## src/rtl/rss_pkg.sv

```systemverilog
package rss_pkg;
    localparam int CNT_W = 8;
    typedef logic [CNT_W-1:0] cnt_t;

    typedef struct packed {
        cnt_t int_cnt;    // internal reset cycles left
        cnt_t core_cnt;   // core reset tail
        cnt_t hiz_cnt;    // tri-state tail
        cnt_t phy_cnt;    // PHY tail after outputs return
        cnt_t sw_cnt;     // software PHY pulse
        cnt_t load_cnt;   // strap load delay
    } seq_t;

    function automatic cnt_t cnt_dec(cnt_t v);
        return (v == '0) ? '0 : v - cnt_t'(1);
    endfunction
endpackage

```

## src/rtl/rss_sync.sv

```systemverilog
module rss_sync (
    input  logic clk,
    input  logic arst_n,
    output logic sync_o
);
    logic s1_q, s2_q;

    always_ff @(posedge clk or negedge arst_n) begin
        if (!arst_n) begin
            s1_q <= 1'b0;
            s2_q <= 1'b0;
        end else begin
            s1_q <= 1'b1;
            s2_q <= s1_q;
        end
    end

    assign sync_o = s2_q;
endmodule

```

## src/rtl/rss_cfg.sv

```systemverilog
module rss_cfg #(
    parameter int CFG_W = 8
) (
    input  logic             clk,
    input  logic             core_rst,
    input  logic             load_strap,
    input  logic [CFG_W-1:0] strap,
    input  logic             wr_ctrl,
    input  logic             wr_cfg,
    input  logic [CFG_W-1:0] wr_data,
    output logic [CFG_W-1:0] cfg_o,
    output logic             unlock_o
);
    logic [CFG_W-1:0] cfg_d, cfg_q;
    logic             unlock_d, unlock_q;

    always_comb begin
        cfg_d    = cfg_q;
        unlock_d = unlock_q;
        if (load_strap)
            cfg_d = strap;
        else if (wr_cfg && unlock_q)
            cfg_d = wr_data;
        if (core_rst)
            unlock_d = 1'b0;
        else if (wr_ctrl)
            unlock_d = wr_data[0];
    end

    always_ff @(posedge clk) begin
        cfg_q    <= cfg_d;
        unlock_q <= unlock_d;
    end

    assign cfg_o    = cfg_q;
    assign unlock_o = unlock_q;
endmodule

```

## src/rtl/rst_strap_seq.sv

```systemverilog
module rst_strap_seq
    import rss_pkg::*;
#(
    parameter int CFG_W       = 8,
    parameter int TYPE_W      = 4,
    parameter int RST_TYPE    = 3,
    parameter int INT_RST_CYC = 35,
    parameter int CORE_TAIL   = 16,
    parameter int TRI_LEAD    = 2,
    parameter int TRI_TAIL    = 24,
    parameter int PHY_TAIL    = 8,
    parameter int SW_PHY_CYC  = 16,
    parameter int STRAP_LOAD  = 16
) (
    input  logic              clk,
    input  logic              rst_pin_n,
    input  logic [CFG_W-1:0]  strap_pins,
    input  logic              cmd_valid,
    input  logic [TYPE_W-1:0] cmd_type,
    input  logic              wr_en,
    input  logic              wr_addr,
    input  logic [CFG_W-1:0]  wr_data,
    output logic              core_rst,
    output logic              out_en,
    output logic              phy_rst_n,
    output logic [CFG_W-1:0]  cfg_value,
    output logic              cfg_unlock,
    output logic              phy_sw_pending
);
    // tail counter is loaded once the delayed source is seen, so trim the lead
    localparam int HIZ_LOAD = TRI_TAIL - TRI_LEAD;

    logic pin_ok;
    rss_sync u_sync (
        .clk    (clk),
        .arst_n (rst_pin_n),
        .sync_o (pin_ok)
    );

    seq_t                q, d;
    logic [TRI_LEAD-1:0] dly_d, dly_q;
    logic pin_rst, src_act, hiz, core_w, cmd_hit;
    logic wr_ok, wr_ctrl, wr_cfg, load_strap;

    always_comb begin
        pin_rst = !pin_ok;
        src_act = pin_rst || (q.int_cnt != '0);
        hiz     = dly_q[TRI_LEAD-1] || (q.hiz_cnt != '0);
        core_w  = src_act || (q.core_cnt != '0);
        cmd_hit = cmd_valid && (cmd_type == TYPE_W'(RST_TYPE));
        wr_ok   = wr_en && !core_w;
        wr_ctrl = wr_ok && !wr_addr;
        wr_cfg  = wr_ok && wr_addr;
        load_strap = !pin_rst && (q.load_cnt == cnt_t'(1));

        d = q;
        // internal reset: pin reset dominates, a new command restarts the count
        if (pin_rst)
            d.int_cnt = '0;
        else if (cmd_hit)
            d.int_cnt = cnt_t'(INT_RST_CYC);
        else
            d.int_cnt = cnt_dec(q.int_cnt);

        d.core_cnt = src_act ? cnt_t'(CORE_TAIL) : cnt_dec(q.core_cnt);

        dly_d[0] = src_act;
        for (int i = 1; i < TRI_LEAD; i++)
            dly_d[i] = dly_q[i-1];

        d.hiz_cnt  = dly_q[TRI_LEAD-1] ? cnt_t'(HIZ_LOAD) : cnt_dec(q.hiz_cnt);
        d.phy_cnt  = hiz ? cnt_t'(PHY_TAIL) : cnt_dec(q.phy_cnt);

        if (core_w)
            d.sw_cnt = '0;
        else if (wr_ctrl && wr_data[1])
            d.sw_cnt = cnt_t'(SW_PHY_CYC);
        else
            d.sw_cnt = cnt_dec(q.sw_cnt);

        d.load_cnt = pin_rst ? cnt_t'(STRAP_LOAD) : cnt_dec(q.load_cnt);
    end

    always_ff @(posedge clk) begin
        q     <= d;
        dly_q <= dly_d;
    end

    rss_cfg #(.CFG_W(CFG_W)) u_cfg (
        .clk        (clk),
        .core_rst   (core_w),
        .load_strap (load_strap),
        .strap      (strap_pins),
        .wr_ctrl    (wr_ctrl),
        .wr_cfg     (wr_cfg),
        .wr_data    (wr_data),
        .cfg_o      (cfg_value),
        .unlock_o   (cfg_unlock)
    );

    assign core_rst       = core_w;
    assign out_en         = !hiz;
    assign phy_sw_pending = (q.sw_cnt != '0);
    assign phy_rst_n      = !(hiz || (q.phy_cnt != '0) || (q.sw_cnt != '0));
endmodule

```

## config.mk

```make
export PLATFORM = sky130hd
export DESIGN_NAME = rst_strap_seq
export DESIGN_NICKNAME = d
export VERILOG_FILES = /design/src/rtl/rss_pkg.sv /design/src/rtl/rss_sync.sv /design/src/rtl/rss_cfg.sv /design/src/rtl/rst_strap_seq.sv
export SDC_FILE = /design/constraint.sdc
export NUM_CORES = 1
export LEC_CHECK = 0
export ABC_AREA = 1
export BUFFER_PORTS_ARGS = -buffer_cell sky130_fd_sc_hd__buf_2
export CAP_MARGIN = 20
export CORE_ASPECT_RATIO = 1.75
export CORE_MARGIN = 5
export CORE_UTILIZATION = 55
export DETAILED_ROUTE_END_ITERATION = 8
export PLACE_DENSITY = 0.86
export SYNTH_ARGS = -nofsm -noshare
export SYNTH_HDL_FRONTEND = slang
export SYNTH_SLANG_ARGS = --single-unit
export TNS_END_PERCENT = 100
```

## constraint.sdc

```tcl
create_clock -name clk -period 2.38 [get_ports clk]
set_input_delay 0.238 -clock clk [delete_from_list [all_inputs] [get_ports clk]]
set_output_delay 0.238 -clock clk [all_outputs]
set_load 0.02 [all_outputs]
```

# Yosys cells after proc, flatten, opt, wreduce, memory -nomap -nowiden

Index checks and enable logic that the tools add are counted.

Output and inout bits: 13
Input port bits: 25
Flip-flop bits (word level): 61
Logic and storage cells: 71

Bitwise operators: 1
Reductions and logical operators: 35
Equal/unequal tests: 2
Muxes and demuxes: 10
Add/subtract/negate cells: 6

Operator list:

| operator              | number |
|---|---|
| $logic_not A8 Y1      | 6 |
| $sub A8 B1 Y8 const B | 6 |
| $reduce_bool A8 Y1    | 5 |
| $mux W5               | 5 |
| $mux W8               | 2 |
| $mux W6               | 2 |
| $eq A8 B1 Y1 const B  | 1 |
| $reduce_or A2 Y1      | 4 |
| $logic_and A1 B1 Y1   | 7 |
| $reduce_or A3 Y1      | 2 |
| $logic_not A1 Y1      | 5 |
| $logic_or A1 B1 Y1    | 5 |
| $eq A4 B2 Y1 const B  | 1 |
| $mux W4               | 1 |
| $reduce_bool A2 Y1    | 1 |
| $not A1 Y1            | 1 |

# Longest topological paths before layout

Depth in word-level cells: 9
Gate-level depth with buffers: 9
Gate-level depth less buffers: 9

# Cells and area by module

Synthesis repeated with hierarchy kept, for this count alone.

Cells, all modules: 335
Area, all modules: 2748.9 µm²

By module, submodules not included:

| module        | area each (µm²) | times used | cells an instance |
|---|---|---|---|
| rst_strap_seq | 2297.2          | 1          | 290 |
| rss_cfg       | 397.9           | 1          | 42 |
| rss_sync      | 53.8            | 1          | 3 |

# Worst setup path before layout

No wires, ideal clock.

Kind: register to output
Start point: register q[8] in the netlist's numbering
End point: output port phy_rst_n
Cell stages (with the launch flop): 9
Arrival time: 1447 ps
Data required time: 2142 ps
Setup slack: 695 ps
Path through: dfxtp_1 inv_1 ha_1 inv_1 nor2_1 nand3_1 nor2_1 nand2_2 nor3b_2

Longest elaborated chain between the ends: 3

Ends and longest elaborated chain:

| item                   | line                 | source |
|---|---|---|
| start, declared        | rst_strap_seq.sv:40  | `seq_t q, d;` |
| start signal, assigned | rst_strap_seq.sv:85  | `q <= d;` |
| $reduce_bool A8 Y1     | n/a                  |  |
| via phy_sw_pending     | rst_strap_seq.sv:28  | `output logic phy_sw_pending` |
| $logic_or A1 B1 Y1     | rst_strap_seq.sv:104 | `assign phy_rst_n = !(hiz \|\| (q.phy_cnt != '0) \|\| (q.sw_cnt != '0));` |
| $logic_not A1 Y1       | rst_strap_seq.sv:104 |  |
| end, declared          | rst_strap_seq.sv:25  | `output logic phy_rst_n,` |

The timed path passes the listed nets, and every way through them passes these cells.

# Final worst setup path

Start point: register q[8] in the netlist's numbering
End point: output port phy_rst_n

Longest elaborated chain between the ends: 3

Ends and longest elaborated chain:

| item               | line |
|---|---|
| $reduce_bool A8 Y1 | rst_strap_seq.sv:104 |
| $logic_or A1 B1 Y1 | rst_strap_seq.sv:104 |
| $logic_not A1 Y1   | rst_strap_seq.sv:104 |

No other way between the ends.

==> results by stage <==
Status:
- The run finished with clean final reports.

Worst setup path:
- The category of the critical setup timing path is reg -> out.
- For the worst setup path, the data required time is 2.14 ns.
- Setup slack on the worst reg-to-reg path comes out at 0.69 ns.
- The terminus of the critical flop-to-flop path is u_cfg.cfg_o[0].
- For the worst flop-to-flop path, the logic depth is 8.
- The first element of the critical path is q[8].
- The data arrival time of the worst path is 1.97 ns.
- The startpoint identified for the worst register-to-register timing path is q[40].
- The type of origin of the critical path is a flip-flop.
- The element type at the critical path end is a primary output.
- The highest fanout seen on the critical path is 4.

Synthesis:
- For this run, the register share of the synthesized area comes to 44.8%.
- The area of the mapped netlist is about 2900 um2.
- The mean area per synthesized cell is 8.74 um2.
- For this run, the leading register cell type out of synthesis is sky130_fd_sc_hd__dfxtp_1.
- During synthesis, Yosys emitted a total of 0 warnings.
- Synthesis produced a netlist with a net count of between 300 and 400.
- The synthesized flop and latch total is 61.
- The post-synthesis cell count is 335.
- The share of synthesized flip-flops with an asynchronous set or reset is 3.28%.
- The synthesized design contains 8 enable-type register cells.
- In this run, distinct cell masters in the synthesized netlist total 35.

Global route:
- The first global-routing pass estimated 9090 um of wire.
- Global routing consumed, over all layers together, roughly 17% of the routing resources.
- The global routing usage on met1 is between 10% and 20%.
- The number of global-route vias before repair is between 2000 and 2500.
- For this run the aggregate overflow at the end of global routing stands at 0.
- The initial antenna violation count is 0.
- The met3 track utilization from global routing is 5.18%.
- After global routing, the most crowded layer is met2.
- For met2 alone, demand over resource in global routing was 31.6%.
- Entering global routing, the biggest net connects 18 pins.

STA:
- The final setup violation count is 0.
- The final-report hold violation count is 0.
- The achievable clock frequency is 452 MHz.
- The clock arrives with roughly 0.0056 ns of skew.
- The final number of max-transition violations is 0.
- The post-route worst setup slack is 0.169 ns.
- Counting I/O delays and the setup requirement, the final critical path takes 2.21 ns.
- After layout, the worst path uses 92.9% of the clock period.

Finish:
- The filler cell count is 408.
- The growth of design area from synthesis to finish is 15.9%.
- Once layout is done, the placed cells without fillers occupy 3390 um2.
- The number of antenna diodes in the final layout is 0.
- In the final layout, the multi-input gates occupy 1410 um2.
- Of the cells placed in the final design, the portion with a size suffix greater than 1 is 27.6%.
- Registers take 1310 um2.
- For this run, the post-layout net count is between 400 and 500.

Min path:
- The path class of the tightest hold or removal check is in -> reg.
- The path with the worst hold slack has its endpoint at u_cfg.unlock_o.
- The count of cells along the worst hold path is 3.
- The startpoint of the lowest-slack hold path is wr_data[0].

Detailed routing:
- The final routed wire length divided by cell count is 12.3 um.
- The routed design has 5450 um of wire.
- The final route contains 2205 vias.
- The remaining routing DRC violations is 0.
- The remaining antenna violation count after routing is 0.
- The detailed-routing iteration count for the pre-antenna-repair pass is 4.
- Using the TritonRoute via totals, the vias-per-cell ratio works out to 4.98.
- The DRC violation total after the first TritonRoute iteration is 58.

Placement:
- The worst setup slack before clock tree synthesis is ~0.64 ns.
- The placed instances occupy a cell area of 3170 um2.
- The number of buffers inserted by port buffering is 37.
- At the end of routability-driven placement, the weighted congestion stood at 0.797.
- The HPWL after detailed placement is roughly 4100 um.

CTS:
- TritonCTS built the clock tree.
- The clock reaches the later pin of the worst-skew pair after 0.34 ns.
- The number of sinks handled by clock tree synthesis is between 60 and 70.
- The clock passes through at most 2 buffers.
- The clock transition time at the flip-flop clock pins of the worst setup and hold paths is roughly 0.06 ns.
- The tree is rooted in a sky130_fd_sc_hd__clkbuf_8.
- The deepest level of the CTS H-tree is 3.
- Counting the buffers created by CTS gives 9.

Power and ir drop:
- Power spread over the standard cell area amounts to just over 1000 nW/um2.
- The analysis attributes to cell leakage a power of 1.63 nW.
- The worst-case vdd ir drop is 0.782 mV.
- The design draws 3.42 mW.

Die:
- The floorplan step set the die width to 65.1 um.
- The number of placed I/O pins is 38.
- For this configuration, the core starts out at a cell density of 56.2%.
- Measured along the y axis, the die boundary spans 106 um.
- The floorplan step defined a die boundary enclosing 6940 um2.
- The core footprint is roughly 5200 um2.
- The row count is 35.

Job:
- The max-cap check violation count is 0.
## state kept, by name (all words and copies together), names as in the netlist
name	flops
dly_q	2
u_cfg.unlock_o	1
u_cfg.cfg_o	8
q	48
u_sync.sync_o	1
u_sync.s1_q	1
## kinds of logic (layout without fill, tap and decap cells)
| group | count (synthesis) | count (layout) | synth area share, % |
|---|---|---|---|
| compound gates | 28 | 28 | 6.46 |
| xor+xnor | 24 | 24 | 7.18 |
| fa+ha+maj | 12 | 12 | 5.13 |
| buf+inv | 56 | 109 | 7.44 |
| flops | 61 | 61 | 44.8 |
| other cells | 1 | 1 | 0.128 |
| simple gates | 153 | 153 | 28.9 |
## layout make-up
type / count / area share, %
Clock buffer: 10 / 3.76
Sequential cell: 61 / 38.7
Inverter: 55 / 6.09
Timing Repair Buffer: 38 / 5.75
Multi-Input combinational cell: 218 / 41.4
Tap cell: 55 / 2.03
Clock inverter: 6 / 2.29
## repair_timing
action | in CTS | in global routing
resized for setup | 0 | 2
endpoints found under the hold margin | 2 | 0
hold buffers | 1 | 0
buffers inserted | 0 | 0
setup endpoints to repair | 0 | 1
## power breakdown
group / total (mW) / switching, mW / internal, mW
clock network: 0.965 / 0.386 / 0.579
registers: 1.37 / 0.136 / 1.23
logic: 1.09 / 0.674 / 0.417
## Yosys cell counts (3+ instances only)
cell type	instances	share of area, %
sky130_fd_sc_hd__o21ai_1	3	0.51
sky130_fd_sc_hd__edfxtp_1	8	8.2
sky130_fd_sc_hd__nand2_2	4	0.85
sky130_fd_sc_hd__nand3_1	19	3.2
sky130_fd_sc_hd__inv_2	7	0.90
sky130_fd_sc_hd__ha_1	12	5.1
sky130_fd_sc_hd__xor2_1	17	5.1
sky130_fd_sc_hd__nor2_1	40	5.1
sky130_fd_sc_hd__a21oi_1	11	1.9
sky130_fd_sc_hd__or2_2	4	0.85
sky130_fd_sc_hd__inv_1	48	6.2
sky130_fd_sc_hd__o21ai_0	4	0.68
sky130_fd_sc_hd__nand4_1	7	1.5
sky130_fd_sc_hd__o21ai_2	7	2.1
sky130_fd_sc_hd__nor2_2	16	3.4
sky130_fd_sc_hd__nor2_4	4	1.5
sky130_fd_sc_hd__xnor2_1	7	2.1
sky130_fd_sc_hd__dfxtp_1	51	35
sky130_fd_sc_hd__nand2_1	44	5.6
## cells in the final DEF, fill, tap and decap left out, types with 8 or more instances in the layout
cell type / instances
sky130_fd_sc_hd__dfxtp_1: 51
sky130_fd_sc_hd__inv_1: 48
sky130_fd_sc_hd__nand2_1: 44
sky130_fd_sc_hd__nor2_1: 39
sky130_fd_sc_hd__buf_2: 37
sky130_fd_sc_hd__nand3_1: 18
sky130_fd_sc_hd__nor2_2: 17
sky130_fd_sc_hd__xor2_1: 17
sky130_fd_sc_hd__ha_1: 12
sky130_fd_sc_hd__a21oi_1: 11
sky130_fd_sc_hd__clkbuf_8: 9
sky130_fd_sc_hd__edfxtp_1: 8
## critical path, stage by stage (launching register included)
cell and delay, ns:
sky130_fd_sc_hd__dfxtp_1 0.32, sky130_fd_sc_hd__inv_1 0.10, sky130_fd_sc_hd__ha_1 0.19, sky130_fd_sc_hd__inv_1 0.07, sky130_fd_sc_hd__nor2_1 0.20, sky130_fd_sc_hd__nand3_2 0.14, sky130_fd_sc_hd__nor2_2 0.14, sky130_fd_sc_hd__nand2_2 0.12
sky130_fd_sc_hd__nor3b_2 0.18, sky130_fd_sc_hd__buf_2 0.18
## metrics by stage
step | hold slack [ns] | setup TNS [ns] | cells | util, %
2_1_floorplan | -0.0576 | 0 | 335 | -
3_5_place_dp | 0.0322 | 0 | 426 | 60.8
5_1_grt | 0.174 | -0.00301 | 443 | 65.1
4_1_cts | 0.159 | 0 | 443 | 64.9
6_report | 0.168 | 0 | 443 | 65.1
3_3_place_gp | 0.0310 | 0 | 426 | 60.8
## layer usage
| layer | part of all wire [%] | vias up | routed length [um] |
|---|---|---|---|
| met2 | 57 | 34 | 3130 |
| met3 | 4.3 | 11 | 235 |
| met1 | 35 | 1018 | 1930 |
| met4 | 2.7 | 0 | 148 |
| li1 | - | 1142 | - |
| met5 | 0 | - | 0 |
## worst max path at each step
stage | endpoint | depth (start not counted) | slack, ns
finish | phy_rst_n | 9 | 0.17
global route | phy_rst_n | 9 | -0.003
CTS | phy_rst_n | 9 | 0.14
detailed placement | phy_rst_n | 9 | 0.64
global placement | u_cfg.cfg_o[2] | 8 | 0.73
floorplan | phy_rst_n | 8 | 0.69
Note: power is estimated with default switching activity, not from simulation.
